$ cat config.mk
export PLATFORM = sky130hd
export DESIGN_NAME = cpu_runstate_ctrl
export DESIGN_NICKNAME = d
export VERILOG_FILES = /design/src/rtl/cpu_runstate_pkg.sv /design/src/rtl/runstate_irq_latch.sv /design/src/rtl/runstate_fsm.sv /design/src/rtl/cpu_runstate_ctrl.sv
export SDC_FILE = /design/constraint.sdc
export NUM_CORES = 1
export LEC_CHECK = 0
export BUFFER_PORTS_ARGS = -buffer_cell sky130_fd_sc_hd__buf_2
export CAP_MARGIN = 20
export CORE_AREA = 4 4 41 43
export CTS_CLUSTER_DIAMETER = 30
export CTS_CLUSTER_SIZE = 25
export DETAILED_ROUTE_END_ITERATION = 8
export DIE_AREA = 0 0 45 47
export GPL_TIMING_DRIVEN = 0
export PLACE_DENSITY = 0.79
export SLEW_MARGIN = 20
export SYNTH_ARGS = -nofsm -noshare
export SYNTH_HDL_FRONTEND = slang
export SYNTH_SLANG_ARGS = --single-unit
$ cat constraint.sdc
create_clock -name clk -period 1.7 [get_ports clk]
set_input_delay 0.085 -clock clk [delete_from_list [all_inputs] [get_ports clk]]
set_output_delay 0.085 -clock clk [all_outputs]
set_load 0.005 [all_outputs]
$ cat src/rtl/cpu_runstate_pkg.sv
package cpu_runstate_pkg;

    localparam int STATE_W = 3;

    typedef enum logic [STATE_W-1:0] {
        RS_EXEC      = 3'd0,
        RS_ACK_WAIT  = 3'd1,
        RS_STOPPED   = 3'd2,
        RS_HALTED    = 3'd3,
        RS_IRQ_ENTRY = 3'd4
    } run_state_t;

endpackage

$ cat src/rtl/runstate_irq_latch.sv
module runstate_irq_latch #(
    parameter int LVL_W = 3
) (
    input  logic             clk,
    input  logic             rst_n,
    input  logic [LVL_W-1:0] ipl,
    input  logic [LVL_W-1:0] ipl_mask,
    input  logic             take,
    output logic             pend_vld,
    output logic [LVL_W-1:0] pend_lvl,
    output logic [LVL_W-1:0] acc_lvl
);
    localparam logic [LVL_W-1:0] TOP_LVL = {LVL_W{1'b1}};

    logic qualify;

    always_comb begin
        qualify = (ipl > ipl_mask) || (ipl == TOP_LVL);
    end

    always_ff @(posedge clk or negedge rst_n) begin
        if (!rst_n) begin
            pend_vld <= 1'b0;
            pend_lvl <= '0;
        end else begin
            pend_vld <= qualify;
            pend_lvl <= ipl;
        end
    end

    always_ff @(posedge clk or negedge rst_n) begin
        if (!rst_n) begin
            acc_lvl <= '0;
        end else if (take) begin
            acc_lvl <= pend_lvl;
        end
    end

    // accepted level changes only when an interrupt is taken
    a_r7_acc_hold : assert property (@(posedge clk) disable iff (!rst_n)
        !take |=> $stable(acc_lvl));

    // a taken interrupt must have been pending
    a_r6_take_pending : assert property (@(posedge clk) disable iff (!rst_n)
        take |-> pend_vld);

endmodule

$ cat src/rtl/runstate_fsm.sv
module runstate_fsm
    import cpu_runstate_pkg::*;
(
    input  logic       clk,
    input  logic       rst_n,
    input  logic       bus_req,
    input  logic       dtack,
    input  logic       berr,
    input  logic       halt,
    input  logic       cyc_end,
    input  logic       stop_exec,
    input  logic       dispatch,
    input  logic       pend_vld,
    output logic       take,
    output run_state_t cur,
    output logic       run_en,
    output logic       irq_begin,
    output logic       berr_req
);
    run_state_t nxt;
    logic       fault_now;

    // state register
    always_ff @(posedge clk or negedge rst_n) begin
        if (!rst_n) begin
            cur <= RS_EXEC;
        end else begin
            cur <= nxt;
        end
    end

    // next-state logic
    always_comb begin
        nxt       = cur;
        fault_now = 1'b0;
        unique case (cur)
            RS_EXEC: begin
                if (halt && cyc_end) begin
                    nxt = RS_HALTED;
                end else if (bus_req) begin
                    nxt = RS_ACK_WAIT;
                end else if (stop_exec) begin
                    nxt = RS_STOPPED;
                end else if (dispatch && pend_vld) begin
                    nxt = RS_IRQ_ENTRY;
                end
            end
            RS_ACK_WAIT: begin
                if (berr) begin
                    nxt       = RS_EXEC;
                    fault_now = 1'b1;
                end else if (dtack) begin
                    nxt = halt ? RS_HALTED : RS_EXEC;
                end
            end
            RS_STOPPED: begin
                if (pend_vld) begin
                    nxt = RS_IRQ_ENTRY;
                end
            end
            RS_HALTED: begin
                if (!halt) begin
                    nxt = RS_EXEC;
                end
            end
            RS_IRQ_ENTRY: begin
                nxt = RS_EXEC;
            end
            default: begin
                nxt = RS_EXEC;
            end
        endcase
        take = (nxt == RS_IRQ_ENTRY) && (cur != RS_IRQ_ENTRY);
    end

    // outputs
    always_ff @(posedge clk or negedge rst_n) begin
        if (!rst_n) begin
            berr_req <= 1'b0;
        end else begin
            berr_req <= fault_now;
        end
    end

    always_comb begin
        run_en    = (cur == RS_EXEC) || (cur == RS_IRQ_ENTRY);
        irq_begin = (cur == RS_IRQ_ENTRY);
    end

    // no acknowledge and no fault keeps the wait
    a_r2_wait_hold : assert property (@(posedge clk) disable iff (!rst_n)
        (cur == RS_ACK_WAIT && !dtack && !berr) |=> (cur == RS_ACK_WAIT));

    // bus fault in the wait leads to EXEC with a fault request
    a_r3_fault_exit : assert property (@(posedge clk) disable iff (!rst_n)
        (cur == RS_ACK_WAIT && berr) |=> (cur == RS_EXEC && berr_req));

    // halt is held while the request stays high
    a_r4_halt_hold : assert property (@(posedge clk) disable iff (!rst_n)
        (cur == RS_HALTED && halt) |=> (cur == RS_HALTED));

    // halt without a cycle end is ignored in EXEC
    a_r4_halt_boundary : assert property (@(posedge clk) disable iff (!rst_n)
        (cur == RS_EXEC && !cyc_end) |=> (cur != RS_HALTED));

    // stopped stays stopped while nothing is pending
    a_r5_stop_hold : assert property (@(posedge clk) disable iff (!rst_n)
        (cur == RS_STOPPED && !pend_vld) |=> (cur == RS_STOPPED));

    // no interrupt entry from EXEC without dispatch
    a_r6_dispatch_only : assert property (@(posedge clk) disable iff (!rst_n)
        (cur == RS_EXEC && !dispatch) |=> (cur != RS_IRQ_ENTRY));

    // interrupt entry lasts a single cycle
    a_r7_entry_one : assert property (@(posedge clk) disable iff (!rst_n)
        (cur == RS_IRQ_ENTRY) |=> (cur == RS_EXEC));

    // run enable is low in all waiting states
    a_r8_run_low : assert property (@(posedge clk) disable iff (!rst_n)
        (cur == RS_ACK_WAIT || cur == RS_STOPPED || cur == RS_HALTED) |-> !run_en);

endmodule

$ cat src/rtl/cpu_runstate_ctrl.sv
module cpu_runstate_ctrl
    import cpu_runstate_pkg::*;
#(
    parameter int LVL_W = 3
) (
    input  logic             clk,
    input  logic             rst_n,
    input  logic             bus_req,
    input  logic             dtack,
    input  logic             berr,
    input  logic             halt,
    input  logic             cyc_end,
    input  logic             stop_exec,
    input  logic             dispatch,
    input  logic [LVL_W-1:0] ipl,
    input  logic [LVL_W-1:0] ipl_mask,
    output logic             run_en,
    output logic [STATE_W-1:0] state_o,
    output logic             irq_begin,
    output logic [LVL_W-1:0] irq_level,
    output logic             berr_req
);
    logic             pend_vld;
    logic [LVL_W-1:0] pend_lvl;
    logic             take;
    run_state_t       cur;

    runstate_irq_latch #(.LVL_W(LVL_W)) u_irq (
        .clk      (clk),
        .rst_n    (rst_n),
        .ipl      (ipl),
        .ipl_mask (ipl_mask),
        .take     (take),
        .pend_vld (pend_vld),
        .pend_lvl (pend_lvl),
        .acc_lvl  (irq_level)
    );

    runstate_fsm u_fsm (
        .clk       (clk),
        .rst_n     (rst_n),
        .bus_req   (bus_req),
        .dtack     (dtack),
        .berr      (berr),
        .halt      (halt),
        .cyc_end   (cyc_end),
        .stop_exec (stop_exec),
        .dispatch  (dispatch),
        .pend_vld  (pend_vld),
        .take      (take),
        .cur       (cur),
        .run_en    (run_en),
        .irq_begin (irq_begin),
        .berr_req  (berr_req)
    );

    assign state_o = cur;

endmodule

# [Word level (Yosys, flattened, before mapping)]
# Index checks and enable logic that the tools add are counted.
[word_totals] mem_count=0 reg_bits=11 inputBits=15 latch_bits=0 ram_bits=0 rom_bits=0 word_cells=31
[op_classes] addsub=0 eq_ne=7 n_reduce_logical=6 multipliers=0 n_mux=12 magnitude_cmp=1 div_mod_pow=0 bitwise=0 shift=0
[op_table] cell="2-to-1 mux 3 bit" count=8
[op_table] cell="one-hot mux 3 bit (4 select lines)" count=1
[op_table] cell="equality test 3 bit, second input constant" count=3
[op_table] cell="equality test 3 x 2 -> 1 bit, second input constant" count=2
[op_table] cell="equality test 3 x 1 -> 1 bit, second input constant" count=1
[op_table] cell="> comparator 3 bit" count=1
[op_table] cell="logical AND 1 bit" count=3
[op_table] cell="zero test 3 bit" count=1
[op_table] cell="inequality test 3 bit, second input constant" count=1
[op_table] cell="logical OR 1 bit" count=2
[op_table] cell="2-to-1 mux 1 bit" count=2
[op_table] cell="2-to-1 mux 2 bit" count=1

# [Longest topological paths before layout]
[depth] word_depth=8 ltp_mapped=6

# [Hierarchy]
# Synthesis repeated with hierarchy kept, for this count alone.
[hier_totals] hier_cells=46 hier_area_um2=515.5
[modules_own_cells] module="runstate_irq_latch" instances=1 area_per_inst_um2=289.0 cells_per_inst=22
[modules_own_cells] module="runstate_fsm" instances=1 area_per_inst_um2=226.5 cells_per_inst=24

# [Worst setup path before layout]
# Ideal clock, no wire load.
[synth_timing] path_type="reg2reg" from="register u_fsm.cur[0]" to="register u_irq.acc_lvl[0]" t_required_ps=1572 setup_slack_ps=363 period_less_slack_ps=1337 n_path_buf=0 stages_incl_launch_ff=5 t_arrival_ps=1210 path_cell_list="dfrtp_1 nor2_2 and4b_1 a32oi_2 mux2_1"
[synth_between] elab_chain_cells=7
[synth_rtl] element="start, declared" line="runstate_fsm.sv:15" rtl="output run_state_t cur,"
[synth_rtl] element="start signal, assigned" line="runstate_fsm.sv:28" rtl="cur <= nxt;"
[synth_rtl] element="2-to-1 mux 3 bit" line="runstate_fsm.sv:44" rtl="end else if (dispatch && pend_vld) begin"
[synth_rtl] element="2-to-1 mux 3 bit" line="runstate_fsm.sv:42" rtl="end else if (stop_exec) begin"
[synth_rtl] element="2-to-1 mux 3 bit" line="runstate_fsm.sv:40" rtl="end else if (bus_req) begin"
[synth_rtl] element="2-to-1 mux 3 bit" line="runstate_fsm.sv:38" rtl="if (halt && cyc_end) begin"
[synth_rtl] element="one-hot mux 3 bit (4 select lines)" line="runstate_fsm.sv:36" rtl="unique case (cur)"
[synth_rtl] element="equality test 3 bit" line="runstate_fsm.sv:73" rtl="take = (nxt == RS_IRQ_ENTRY) && (cur != RS_IRQ_ENTRY);"
[synth_rtl] element="logical AND 1 bit (*)" line="runstate_fsm.sv:73"
[synth_rtl] element="end signal, assigned" line="runstate_irq_latch.sv:35" rtl="acc_lvl <= pend_lvl;"
[synth_rtl] element="end, declared" line="runstate_irq_latch.sv:11" rtl="output logic [LVL_W-1:0] acc_lvl"
# Every way passes the cells marked *; elsewhere a longest branch is shown, timed or not.
# A chain may end at the register's enable or synchronous reset.

# [Worst setup path in the final report]
[layout_timing] from="register u_fsm.cur[0]" to="register u_irq.acc_lvl[1]"
# Same word-level chain as after synthesis.

==> results.cfg <==
[grt]
grt_usage = 0.1147
grt_pass1_vias = 444
grt_overflow = 0
grt_first_pass_wirelength_um = 1676
initial_antenna_violation_count = 0
grt_max_degree = 12

[worst_setup_path]
worstPathCellList = nor2_2 > and4b_1 > a32oi_2 > mux2_1
worstPathRequired_ns = 1.85
cp.arrival_ns = 1.58
worst_setup_path_end_kind = flip-flop
worstPathMaxFanout = 7
startpoint_type = flip-flop
criticalPathCategory = reg -> reg
critPathMaxStageDelay_ns = 0.45
cp_slowest_cell = dfrtp_1

[detailed_routing]
antenna_nets_post_route = 0
remaining_drc_errors = 0
wire_per_inst_um = 11.61
initialDrtViolationCount = 6
detailroute.via_count = 465
detailedRoute.firstPassIterationCount = 4
drt-total-wl_um = 1068
vias_per_cell = 5.054

[layout]
diodes = 0
final_non_filler_cells = 92
register_area_um2 = 275.3
fin_util = 0.5529
layout_common_cells = 23 x buf_2, 11 x dfrtp_1, 5 x inv_1
final_layout_size_suffix_gt1_frac = 0.3636
final_net_count = 96
area_growth_pct = 38.55
num-fill-cells = 127
stdcell_area_um2 = 719.4
area_occupied_by_multi_input_gates_um2 = 221.5
mostFrequentLayoutCell = buf_2

[synthesis]
yosys_warnings = 0
synth.top_cell.area_share = 0.5301
dominantRegCellSynth = dfrtp_1
yosys-top-cells-area = dfrtp_1 53%, ha_1 7.2%, mux2_1 6.5%
async_reset_ff_frac = 1.000
post_synth_instance_area_um2 = 519.2
syn_nets = 64
post_synth.cell_area_avg_um2 = 11.29
count_of_flip_flops_with_a_built_in_enable_after_synthesis = 0
unique_cell_type_count_in_the_yosys_netlist = 22
post-synth-top-area-cell = dfrtp_1
synth_seq_area_share = 0.5301
postSynthRegisterBits = 11
synthesis.instances = 46

[timing]
finalHoldViolCount = 0
timing.setup.tns_ns = 0
timing.final.crit_share = 0.8452
max_frequency_mhz = 696.0
tightestPinTransition_ns = 0.3384
final.hold.worst_slack_ns = 0.08634
final-max-slew-violation-count = 0
rsz_0062_raised_after_global_routing = false
max_slew_margin = 0.7744
finalSetupViolCount = 0
skew_ns = 0.002216
finalCriticalPeriod_ns = 1.437

[min_path]
hp-class = in -> reg

[die]
die_wd_um = 45
chipHeight_um = 47
fp-row-count = 13
initial_core_util = 0.3990
placeableCoreArea_um2 = 1301
die-area_um2 = 2115
io_pins = 24

[cts]
clock_tree_root_driver_cell = clkbuf_4
clk_pin_slew_ns = 0.07
cts-hold-fix-buffers = 4
cts_resized = 0
numCtsBuffers = 3
postCtsSetupRepairBufs = 0
tritoncts = done
tritoncts_num_sinks = 11
h-tree-depth = 1
clk-insertion-delay-late_ns = 0.27
clock_buffer_depth = 2

[pwr]
power.density_cell_area_nw_per_um2 = 1267
p_leak_nw = 0.3845
peakVddDrop_mv = 0.4446

[run_status]
status = finished, final reports clean

[placed_design]
dp_hpwl_um = 879.9
place_congestion = 0.8063
placed_cells = 84
place_area_um2 = 653.1
port_buffers = 23

[flow_run]
max_cap_viol_count = 0
[area by class of cell]
cell class	instances	share of cell area
Sequential cell	11	0.3826
Multi-Input combinational cell	29	0.3078
Timing Repair Buffer	27	0.2157
Clock buffer	4	0.03652
Inverter	5	0.02609
Tap cell	15	0.02609
Buffer	1	0.005217
[synthesized netlist by cell type, types with 2 or more instances]
cell type	number
nand2b_1	2
nor2_1	3
inv_1	5
a21oi_1	3
ha_1	3
mux2_1	3
dfrtp_1	11
nand3_1	2
[logic make-up (layout without fill, tap and decap cells)]
group | count (synthesis) | after routing | share of synthesized area
and+or+nand+nor | 13 | 13 | 0.1446
DFF | 11 | 11 | 0.5301
AOI/OAI and AO/OA | 10 | 10 | 0.1446
buffers and inverters | 6 | 37 | 0.04337
adders and majority gates | 3 | 3 | 0.07230
muxes | 3 | 3 | 0.06506
[state kept, by name, indices dropped and copies added, names as in the netlist]
name / flops
u_fsm.cur: 3
u_irq.pend_lvl: 3
u_irq.acc_lvl: 3
u_irq.pend_vld: 1
u_fsm.berr_req: 1
[worst paths after layout]
kind / slack, ns / cells past startpoint / startpoint / to
setup / recovery: 0.26 / 4 / u_fsm.cur[0]$_DFF_PN0_ / u_irq.acc_lvl[1]$_DFFE_PN0P_
setup reg to reg: 0.26 / 4 / u_fsm.cur[0]$_DFF_PN0_ / u_irq.acc_lvl[1]$_DFFE_PN0P_
hold / removal: 0.09 / 3 / berr / u_fsm.berr_req$_DFF_PN0_
min in group asynchronous: 0.20 / 2 / rst_n / u_fsm.cur[1]$_DFF_PN0_
hold reg to reg: 0.46 / 1 / u_irq.pend_lvl[0]$_DFF_PN0_ / u_irq.acc_lvl[0]$_DFFE_PN0P_
max in group asynchronous: 1.30 / 2 / rst_n / u_fsm.cur[0]$_DFF_PN0_
[metrics by stage]
stage | setup slack (ns) | total power [mW]
finish | 0.2632 | 0.9113
global route | 0.1823 | 0.9776
CTS | 0.2510 | 0.9245
detailed placement | 0.2565 | 0.7418
global placement | 0.2882 | 0.7217
floorplan | 0.3625 | 0.5839
[metal layers]
| layer | global-route usage | up-vias | part of all wire |
|---|---|---|---|
| met4 | 0.08772 | 0 | 0.022 |
| met1 | 0.1116 | 214 | 0.41 |
| met2 | 0.2034 | 24 | 0.47 |
| met3 | 0.03448 | 2 | 0.10 |
| met5 | 0 | - | 0 |
| li1 | - | 225 | - |
[worst max-delay path, delay by kind of cell, from the launching register on]
family	cells	cell delay (ns)
AOI/OAI and AO/OA	1	0.26
DFF	1	0.45
muxes	1	0.36
and+or+nand+nor	2	0.25
[power breakdown]
group / internal [mW] / switching (mW)
clock network: 0.0908 / 0.0856
logic: 0.174 / 0.163
registers: 0.341 / 0.0573
total: 0.606 / 0.306
Note: power is estimated with default switching activity, not from simulation.
